===== src/rtl/ep_irq_pkg.sv =====
package ep_irq_pkg;

   // fixed word offsets of the summary and mask registers
   localparam int unsigned A_GSTAT  = 0;
   localparam int unsigned A_GMASK  = 1;
   localparam int unsigned A_AEP    = 2;
   localparam int unsigned A_AEPMSK = 3;
   localparam int unsigned A_INEVM  = 4;
   localparam int unsigned A_OUTEVM = 5;
   localparam int unsigned A_EPBASE = 8;

   typedef enum logic [2:0] {
      SEL_NONE,
      SEL_GSTAT,
      SEL_GMASK,
      SEL_AEP,
      SEL_AEPMSK,
      SEL_INEVM,
      SEL_OUTEVM,
      SEL_EP
   } reg_sel_e;

endpackage


===== src/rtl/ep_stat_reg.sv =====
module ep_stat_reg #(
   parameter int unsigned W = 8
) (
   input  logic         clk,
   input  logic         rst_n,
   input  logic [W-1:0] ev,
   input  logic [W-1:0] clr,
   output logic [W-1:0] stat
);

   // an event on the same edge as a clear takes priority
   always_ff @(posedge clk or negedge rst_n) begin
      if (!rst_n) stat <= '0;
      else        stat <= (stat & ~clr) | ev;
   end

   generate
      for (genvar b = 0; b < W; b++) begin : g_chk
         a_r3_set_wins: assert property (@(posedge clk) disable iff (!rst_n)
            ev[b] |=> stat[b]);
         a_r2_clear_one: assert property (@(posedge clk) disable iff (!rst_n)
            (clr[b] && !ev[b]) |=> !stat[b]);
         a_r1_sticky: assert property (@(posedge clk) disable iff (!rst_n)
            (stat[b] && !clr[b]) |=> stat[b]);
      end
   endgenerate

endmodule


===== src/rtl/ep_bank.sv =====
module ep_bank #(
   parameter int unsigned N   = 4,
   parameter int unsigned EVW = 8
) (
   input  logic                  clk,
   input  logic                  rst_n,
   input  logic [N*EVW-1:0]      ev,
   input  logic [N*EVW-1:0]      clr,
   input  logic [EVW-1:0]        evmask,
   output logic [N*EVW-1:0]      stat,
   output logic [N-1:0]          hit
);

   localparam int unsigned TOTAL = N * EVW;

   generate
      if (N < 1) begin : g_bad_n
         $error("ep_bank: N must be at least 1");
      end
      if (TOTAL > 4096) begin : g_bad_size
         $error("ep_bank: too many status bits");
      end

      for (genvar i = 0; i < N; i++) begin : g_ep
         ep_stat_reg #(.W(EVW)) u_stat (
            .clk   (clk),
            .rst_n (rst_n),
            .ev    (ev[i*EVW +: EVW]),
            .clr   (clr[i*EVW +: EVW]),
            .stat  (stat[i*EVW +: EVW])
         );
         assign hit[i] = |(stat[i*EVW +: EVW] & evmask);
      end
   endgenerate

endmodule


===== src/rtl/ep_irq_tree.sv =====
module ep_irq_tree
   import ep_irq_pkg::*;
#(
   parameter int unsigned N_IN    = 4,
   parameter int unsigned N_OUT   = 4,
   parameter int unsigned EVW     = 8,
   parameter int unsigned DW      = 32,
   parameter int unsigned ADDR_W  = 5,
   parameter bit          IRQ_REG = 1'b1
) (
   input  logic                   clk,
   input  logic                   rst_n,
   input  logic [N_IN*EVW-1:0]    in_ev,
   input  logic [N_OUT*EVW-1:0]   out_ev,
   input  logic                   wr_en,
   input  logic [ADDR_W-1:0]      addr,
   input  logic [DW-1:0]          wdata,
   output logic [DW-1:0]          rdata,
   output logic                   irq
);

   localparam int unsigned NEP      = N_IN + N_OUT;
   localparam int unsigned OUT_BASE = A_EPBASE + N_IN;
   localparam int unsigned END_ADDR = OUT_BASE + N_OUT;

   generate
      if (NEP > DW) begin : g_bad_dw
         $error("ep_irq_tree: endpoint count exceeds data width");
      end
      if (EVW > DW) begin : g_bad_evw
         $error("ep_irq_tree: event width exceeds data width");
      end
      if (END_ADDR > (1 << ADDR_W)) begin : g_bad_addr
         $error("ep_irq_tree: address width too small");
      end
   endgenerate

   // ---------------- mask registers ----------------
   logic [1:0]     gmask;
   logic [NEP-1:0] aepmask;
   logic [EVW-1:0] in_evm, out_evm;
   reg_sel_e       sel;

   always_comb begin
      sel = SEL_NONE;
      if      (addr == ADDR_W'(A_GSTAT))  sel = SEL_GSTAT;
      else if (addr == ADDR_W'(A_GMASK))  sel = SEL_GMASK;
      else if (addr == ADDR_W'(A_AEP))    sel = SEL_AEP;
      else if (addr == ADDR_W'(A_AEPMSK)) sel = SEL_AEPMSK;
      else if (addr == ADDR_W'(A_INEVM))  sel = SEL_INEVM;
      else if (addr == ADDR_W'(A_OUTEVM)) sel = SEL_OUTEVM;
      else if (addr >= ADDR_W'(A_EPBASE) && addr < ADDR_W'(END_ADDR)) sel = SEL_EP;
   end

   always_ff @(posedge clk or negedge rst_n) begin
      if (!rst_n) begin
         gmask   <= '0;
         aepmask <= '0;
         in_evm  <= '0;
         out_evm <= '0;
      end else if (wr_en) begin
         case (sel)
            SEL_GMASK:  gmask   <= wdata[1:0];
            SEL_AEPMSK: aepmask <= wdata[NEP-1:0];
            SEL_INEVM:  in_evm  <= wdata[EVW-1:0];
            SEL_OUTEVM: out_evm <= wdata[EVW-1:0];
            default: ;
         endcase
      end
   end

   // ---------------- endpoint banks ----------------
   logic [N_IN*EVW-1:0]  in_clr, in_stat;
   logic [N_OUT*EVW-1:0] out_clr, out_stat;
   logic [N_IN-1:0]      in_hit;
   logic [N_OUT-1:0]     out_hit;

   generate
      for (genvar i = 0; i < N_IN; i++) begin : g_in_clr
         assign in_clr[i*EVW +: EVW] =
            (wr_en && addr == ADDR_W'(A_EPBASE + i)) ? wdata[EVW-1:0] : '0;
      end
      for (genvar j = 0; j < N_OUT; j++) begin : g_out_clr
         assign out_clr[j*EVW +: EVW] =
            (wr_en && addr == ADDR_W'(OUT_BASE + j)) ? wdata[EVW-1:0] : '0;
      end
   endgenerate

   ep_bank #(.N(N_IN), .EVW(EVW)) u_in_bank (
      .clk    (clk),
      .rst_n  (rst_n),
      .ev     (in_ev),
      .clr    (in_clr),
      .evmask (in_evm),
      .stat   (in_stat),
      .hit    (in_hit)
   );

   ep_bank #(.N(N_OUT), .EVW(EVW)) u_out_bank (
      .clk    (clk),
      .rst_n  (rst_n),
      .ev     (out_ev),
      .clr    (out_clr),
      .evmask (out_evm),
      .stat   (out_stat),
      .hit    (out_hit)
   );

   // ---------------- derived summary levels ----------------
   logic [NEP-1:0] aep;
   logic [1:0]     glob;
   logic           irq_d;

   assign aep     = {out_hit, in_hit};
   assign glob[0] = |(in_hit  & aepmask[N_IN-1:0]);
   assign glob[1] = |(out_hit & aepmask[NEP-1:N_IN]);
   assign irq_d   = |(glob & gmask);

   generate
      if (IRQ_REG) begin : g_irq_ff
         logic irq_q;
         always_ff @(posedge clk or negedge rst_n) begin
            if (!rst_n) irq_q <= 1'b0;
            else        irq_q <= irq_d;
         end
         assign irq = irq_q;

         a_r6_irq_rise: assert property (@(posedge clk) disable iff (!rst_n)
            irq_d |=> irq);
         a_r6_irq_fall: assert property (@(posedge clk) disable iff (!rst_n)
            !irq_d |=> !irq);
      end else begin : g_irq_comb
         assign irq = irq_d;
      end
   endgenerate

   // ---------------- read mux ----------------
   always_comb begin
      rdata = '0;
      case (sel)
         SEL_GSTAT:  rdata = DW'(glob);
         SEL_GMASK:  rdata = DW'(gmask);
         SEL_AEP:    rdata = DW'(aep);
         SEL_AEPMSK: rdata = DW'(aepmask);
         SEL_INEVM:  rdata = DW'(in_evm);
         SEL_OUTEVM: rdata = DW'(out_evm);
         SEL_EP: begin
            for (int i = 0; i < int'(N_IN); i++)
               if (addr == ADDR_W'(A_EPBASE + i)) rdata = DW'(in_stat[i*EVW +: EVW]);
            for (int j = 0; j < int'(N_OUT); j++)
               if (addr == ADDR_W'(OUT_BASE + j)) rdata = DW'(out_stat[j*EVW +: EVW]);
         end
         default: rdata = '0;
      endcase
   end

   // summary words are not writable, masks stay put
   a_r7_summary_ro: assert property (@(posedge clk) disable iff (!rst_n)
      (wr_en && (sel == SEL_GSTAT || sel == SEL_AEP))
      |=> ($stable(gmask) && $stable(aepmask) && $stable(in_evm) && $stable(out_evm)));

   // no global bit without a pending summary bit
   a_r8_glob_needs_aep: assert property (@(posedge clk) disable iff (!rst_n)
      glob[0] |-> (|in_hit));

endmodule


===== config.mk =====
export PLATFORM = sky130hd
export DESIGN_NAME = ep_irq_tree
export DESIGN_NICKNAME = d
export VERILOG_FILES = /design/src/rtl/ep_irq_pkg.sv /design/src/rtl/ep_stat_reg.sv /design/src/rtl/ep_bank.sv /design/src/rtl/ep_irq_tree.sv
export SDC_FILE = /design/constraint.sdc
export NUM_CORES = 1
export LEC_CHECK = 0
export ABC_CLOCK_PERIOD_IN_PS = 1600
export BUFFER_PORTS_ARGS = -buffer_cell sky130_fd_sc_hd__buf_4
export CORE_MARGIN = 10
export CORE_UTILIZATION = 40
export CTS_BUF_LIST = sky130_fd_sc_hd__clkbuf_4 sky130_fd_sc_hd__clkbuf_8
export CTS_CLUSTER_SIZE = 28
export DETAILED_ROUTE_END_ITERATION = 16
export GPL_TIMING_DRIVEN = 0
export PLACE_DENSITY = 0.66
export REMOVE_ABC_BUFFERS = 1
export SYNTH_ARGS = -nofsm -noshare
export SYNTH_HDL_FRONTEND = slang
export SYNTH_SLANG_ARGS = --single-unit

===== constraint.sdc =====
create_clock -name clk -period 1.6 [get_ports clk]
set_clock_uncertainty 0.2 [all_clocks]
set_input_delay 0.08 -clock clk [delete_from_list [all_inputs] [get_ports clk]]
set_output_delay 0.08 -clock clk [all_outputs]
set_load 0.05 [all_outputs]

Yosys cells after proc, flatten, opt, wreduce, memory -nomap -nowiden

Cells that the tools add are included.

Eq/ne operators: 20
Reductions and logical operators: 25
Div/mod/pow operators: 0
Bitwise gates (word level): 35
Mux-type cells: 24
Multipliers: 0
$add $sub $neg: 0
Shift-type cells: 0
Magnitude comparators: 2

Operator list:

| operator           | number |
|---|---|
| $mux 32            | 7 |
| $pmux 32 s7        | 1 |
| $and 8x8->8        | 16 |
| $mux 8             | 9 |
| $not 8->8          | 8 |
| $or 8x8->8         | 8 |
| $reduce_or 8->1    | 8 |
| $eq 5x4->1 const B | 8 |
| $mux 3             | 7 |
| $eq 3x3->1 const B | 4 |
| $eq 5x2->1 const B | 2 |
| $eq 5x3->1 const B | 2 |
| $logic_and 1x1->1  | 9 |
| $and 4x4->4        | 2 |
| $reduce_and 2->1   | 4 |
| $reduce_or 4->1    | 2 |
| $eq 3x2->1 const B | 2 |
| $eq 5x1->1 const B | 1 |
| $ge 5x4->1 const B | 1 |
| $logic_not 5->1    | 1 |
| $lt 5x5->1 const B | 1 |
| $eq 3x1->1 const B | 1 |
| $and 2x2->2        | 1 |
| $reduce_or 2->1    | 1 |

Bits in latches: 0
Bits in writable memories: 0
ROM bits: 0
Logic and storage cells: 119
Memories kept: 0
Flip-flop bits (word level): 91
Output and inout bits: 33

Logic depth before layout (Yosys ltp)

Word-level depth: 11
Depth in mapped cells: 8
Mapped depth without buffers: 5

Cells and area by module

Synthesis repeated with hierarchy kept, for this count alone.

Cell total of the unflattened synthesis: 556
Area total of the unflattened synthesis: 5460.2 µm²

By module, submodules not included:

| module      | instances | area an instance (µm²) | sequential area each (µm²) | cells each |
|---|---|---|---|---|
| ep_irq_tree | 1         | 2847.7                 | 675.6                      | 324 |
| ep_stat_reg | 8         | 290.3                  | 200.2                      | 24 |
| ep_bank     | 2         | 145.1                  | 0.0                        | 20 |

Least setup slack after synthesis

Ideal clock, no wire load.

Path kind: input to output
From: in addr[0]
To: out rdata[2]
Buffers on the path: 3
Cell stages on the path: 7
Data arrival time: 1741 ps
Path slack: -421 ps
Data required time: 1320 ps
Path through: buf_2 > buf_2 > buf_2 > nand2_1 > a21oi_1 > o21ai_0 > o2111ai_1

Longest elaborated chain between the ends: 11
Elaborated cells between the ends (all ways): 40
Classes of those cells: order compare: 2; eq/ne: 20; mux: 16; reduce/logical: 2

RTL lines:

| element                                  | line               | RTL |
|---|---|---|
| start: declaration                       | ep_irq_tree.sv:16  | `input logic [ADDR_W-1:0] addr,` |
| $ge 5x4->1 or $lt 5x5->1 (tied branches) | ep_irq_tree.sv:52  | `else if (addr >= ADDR_W'(A_EPBASE) && addr < ADDR_W'(END_ADDR)) sel = SEL_EP;` |
| $logic_and 1x1->1                        | ep_irq_tree.sv:52  |  |
| $mux 3                                   | ep_irq_tree.sv:52  |  |
| $mux 3                                   | ep_irq_tree.sv:51  | `else if (addr == ADDR_W'(A_OUTEVM)) sel = SEL_OUTEVM;` |
| $mux 3                                   | ep_irq_tree.sv:50  | `else if (addr == ADDR_W'(A_INEVM)) sel = SEL_INEVM;` |
| $mux 3                                   | ep_irq_tree.sv:49  | `else if (addr == ADDR_W'(A_AEPMSK)) sel = SEL_AEPMSK;` |
| $mux 3                                   | ep_irq_tree.sv:48  | `else if (addr == ADDR_W'(A_AEP)) sel = SEL_AEP;` |
| $mux 3                                   | ep_irq_tree.sv:47  | `else if (addr == ADDR_W'(A_GMASK)) sel = SEL_GMASK;` |
| $mux 3                                   | ep_irq_tree.sv:46  | `if (addr == ADDR_W'(A_GSTAT)) sel = SEL_GSTAT;` |
| $eq 3x3->1 (tied with other cells)       | ep_irq_tree.sv:140 | `case (sel)` |
| $pmux 32 s7 (*)                          | ep_irq_tree.sv:140 |  |
| end: declaration                         | ep_irq_tree.sv:18  | `output logic [DW-1:0] rdata,` |

Mark *: on every way between the ends. The rest lies on a longest branch, timed or not.

Worst setup path in the final report

From: reg in_evm[3]
To: out rdata[0]

Longest elaborated chain between the ends: 5
Elaborated cells between the ends (all ways): 11
Classes of those cells: mux: 1; bitwise: 5; reduce/logical: 5

RTL lines:

| element                  | line               | RTL |
|---|---|---|
| start: declaration       | ep_irq_tree.sv:41  | `logic [EVW-1:0] in_evm, out_evm;` |
| start signal: assignment | ep_irq_tree.sv:65  | `SEL_INEVM: in_evm <= wdata[EVW-1:0];` |
| $and 8x8->8              | ep_bank.sv:32      | `assign hit[i] = \|(stat[i*EVW +: EVW] & evmask);` |
| $reduce_or 8->1          | ep_bank.sv:32      |  |
| $and 4x4->4              | ep_irq_tree.sv:115 | `assign glob[0] = \|(in_hit & aepmask[N_IN-1:0]);` |
| $reduce_or 4->1          | ep_irq_tree.sv:115 |  |
| $pmux 32 s7 (*)          | ep_irq_tree.sv:140 |  |

Marks and branches as above.

==> results.md <==
* Status: finished with violations
* Failing checks: negative setup slack
* GRT Total Usage at 20.7%
* Worst R2R Setup Slack at -0.24 ns
* Latest clock arrival within the worst-skew pair at 0.40 ns
* Fill cell count at 1060
* Nets at 749
* Largest net degree at the start of global routing at 92
* Avg Inst Size Synth at 9.99 sq um
* Mux contribution to synthesized area at 7.58%
* Number of port buffers at 88
* Hold Violations, Final at 0
* Worst Setup Slack, final at -0.913 ns
* Drt drc at 0
* Pwr/cell area at 849 nW/um^2
* Slew HR at 44.9%
* Internal Power at 0.00371 W
* Synth-to-Final Area Change at 35.3%
* Worst vdd ir at 0.431 mV
* Vias in the first global route at 4690
* FF+latch area at 2290 sq um
* CP Data Arrival Time at 2.23 ns
* Seq/Total Area, Yosys at 46.3%
* #FFs+latches synth at 91
* Fraction of layout cells with a size suffix above 1 at 26.5%
* Yosys warns at 0
* IO Pins at 137
* H-tree depth at 3
* Sw Share at 34.3%
* Initial antenna violation count at 0
* Die H at 131 um
* Simple-gate share of the synthesized area at 12.6%
* Post-DRT Antenna Nets at 0
* Worst Hold Depth at 3
* Post-detail-place hpwl at 12300 um
* Non-Filler Instances at 797
* Max-Cap Viols at 0
* Worst hold slack at 0.0559 ns
* GR Overflow Total at 0
* Clock transition at the registers of the reported paths at 0.11 ns
* Measured slew at the worst slew-check pin at 0.827 ns
* Final core occ at 55.4%
* N_diodes at 0
* Cells after synthesis at 492
* Worst setup path category: flip-flop to output pin
* Period minus WS final at 2.51 ns
* DP Worst Slack at -1.07 ns
* Total net switching power at 0.00194 W
* Comb pwr share at 25.9%
* Main combinational cell family by area after synthesis: compound AO/OA/AOI/OAI gates
* Crit start category: flip-flop
* Compound-cell area share of the yosys netlist at 26.6%
* Hold Crit Start: wr_en
* CTS sink cnt at 91
* Max Transition Viols Final at 0
* Overall Power at 0.00565 W
* Post-Route WL at 17500 um
* Leak at 2.73 nW
* First-pass GRT wire length at 27000 um
* Number of synthesized flops with an enable pin at 0
* RSZ-0062 raised after global routing: true
* Worst hold path class: input port to flip-flop
* Synth Area in Adders at 0%
* CTS buffer count at 9
* Routed vias/inst at 5.78
* Ys async rst share at 100%
* Peak fanout along the critical path at 5
* Critical R2R Capture: irq
* Die area at 17100 sq um
* Crit path required time at 1.32 ns
* CTS tree: yes
* Distinct cells, synth at 43
* Worst Hold End: out_evm[2]
* Pre-antenna DRT Iters at 5
* Clock root buffer: clkbuf_8
* 1st-iter DRT viols at 443
* Clock power share at 26.4%
* R2R Path Start: in_evm[3]
* Mapped cell area at 4920 sq um
* FP Rows at 40
* Initial cell density of the core at 40.9%
* Via count at 4605
* Final Cycle Share at 157%
* Final setup vio count at 9
* Placeable Area at 12000 sq um
* Predominant post-synthesis flop cell: dfrtp_1
* CP endpoint kind: output pin
* Placed cell count at 700
* Share of power burned in registers at 47.7%
* Clk buf depth at 2
* Post-synthesis xor/xnor area fraction at 0%
* Commonest non-fill, non-tap cell in the layout: nand2_1
* Chip Width at 131 um
* GP Congestion at 0.933
* R2R cell count at 6
* Most frequent cells in the layout: nand2_1 (89), buf_4 (84), dfrtp_1 (83)
* Wire per inst at 22.0 um
* Fmax at 398 MHz
* Area of the multi-input gates at 2480 sq um
==> power groups by stage <==
stage	combinational, W	clock, W	sequential, W
global placement	0.00116	0	0.00272
detailed placement	0.00118	0	0.00272
floorplan	0.000690	0	0.00265
global route	0.00156	0.00158	0.00270
finish	0.00146	0.00149	0.00269
CTS	0.00141	0.00149	0.00268
==> cell families (layout without fill, tap and decap cells) <==
kind of cell / Yosys count / after routing
flops: 91 / 91
compound gates: 174 / 174
mux: 34 / 34
simple gates: 134 / 134
buf+inv: 58 / 193
other cells: 1 / 24
==> layer usage <==
metal / global-route usage (%) / part of all wire, % / wire [um]
met3: 4.96 / 8.8 / 1550
met1: 27.2 / 43 / 7470
met5: 0 / 0 / 0
met4: 5.89 / 1.6 / 284
met2: 33.2 / 47 / 8240
==> layout make-up <==
| type | count | area share [%] |
|---|---|---|
| multi-input combinational | 366 | 37.3 |
| sequential | 91 | 34.4 |
| timing repair buffer | 169 | 22.5 |
| tap | 147 | 2.76 |
| clock buffer | 9 | 1.86 |
| clock inverter | 7 | 0.790 |
| inverter | 8 | 0.451 |
==> through the flow <==
step	setup TNS (ns)	area, sq um
5_1_grt	-6.66	6650
3_5_place_dp	-44.16	5540
2_1_floorplan	-2.41	4700
3_3_place_gp	-45.40	5540
6_report	-5.87	6650
4_1_cts	-5.89	6580
==> worst max-delay path, stage by stage (launching register included) <==
cell      delay [ns]
dfrtp_2         0.46
buf_6           0.13
a22oi_2         0.10
nand4_1         0.19
a222oi_1        0.37
nand2_1         0.10
a211o_1         0.32
buf_6           0.16
==> synthesized netlist by cell type, types with 4 or more instances <==
library cell / n / area share (%)
nand2b_1: 6 / 0.76
a21o_1: 70 / 11
nor2_1: 11 / 0.84
o21ai_0: 17 / 1.7
buf_4: 26 / 4.0
mux2_2: 26 / 6.0
clkbuf_1: 13 / 0.99
nand2_1: 90 / 6.9
buf_2: 9 / 0.92
inv_1: 7 / 0.53
nand4_1: 8 / 1.0
o2bb2ai_1: 4 / 0.71
a211oi_1: 5 / 0.76
dfrtp_1: 91 / 46
mux2i_1: 8 / 1.6
a22oi_1: 48 / 7.3
a222oi_1: 10 / 2.0
a211o_1: 5 / 0.89
==> how the worst max path moves through the flow <==
stage	start	to	slack, ns	cells past startpoint
after floorplan	addr[2]	rdata[2]	-0.44	3
after global placement	addr[1]	rdata[0]	-1.05	7
after detailed placement	addr[1]	rdata[0]	-1.07	7
after CTS	in_evm[3]	rdata[1]	-0.84	6
after global routing	in_evm[3]	rdata[1]	-0.98	6
final	in_evm[3]	rdata[0]	-0.91	7
==> sequential cells by signal (all words and copies together), names as in the netlist <==
name,cells
aepmask,8
gmask,2
in_evm,8
irq,1
out_evm,8
u_in_bank.g_ep.u_stat.stat,32
u_out_bank.g_ep.u_stat.stat,32
==> timing repair <==
| item | 4_1_cts | 5_1_grt |
|---|---|---|
| endpoints found under the hold margin | 181 | 0 |
| endpoints found under the setup margin | 53 | 139 |
| setup buffers | 5 | 2 |
| cloned | 0 | 0 |
| hold buffers | 74 | 0 |
| pin swaps | 14 | 10 |
| resized for setup | 31 | 14 |
Power figures use the tool's default switching activity.
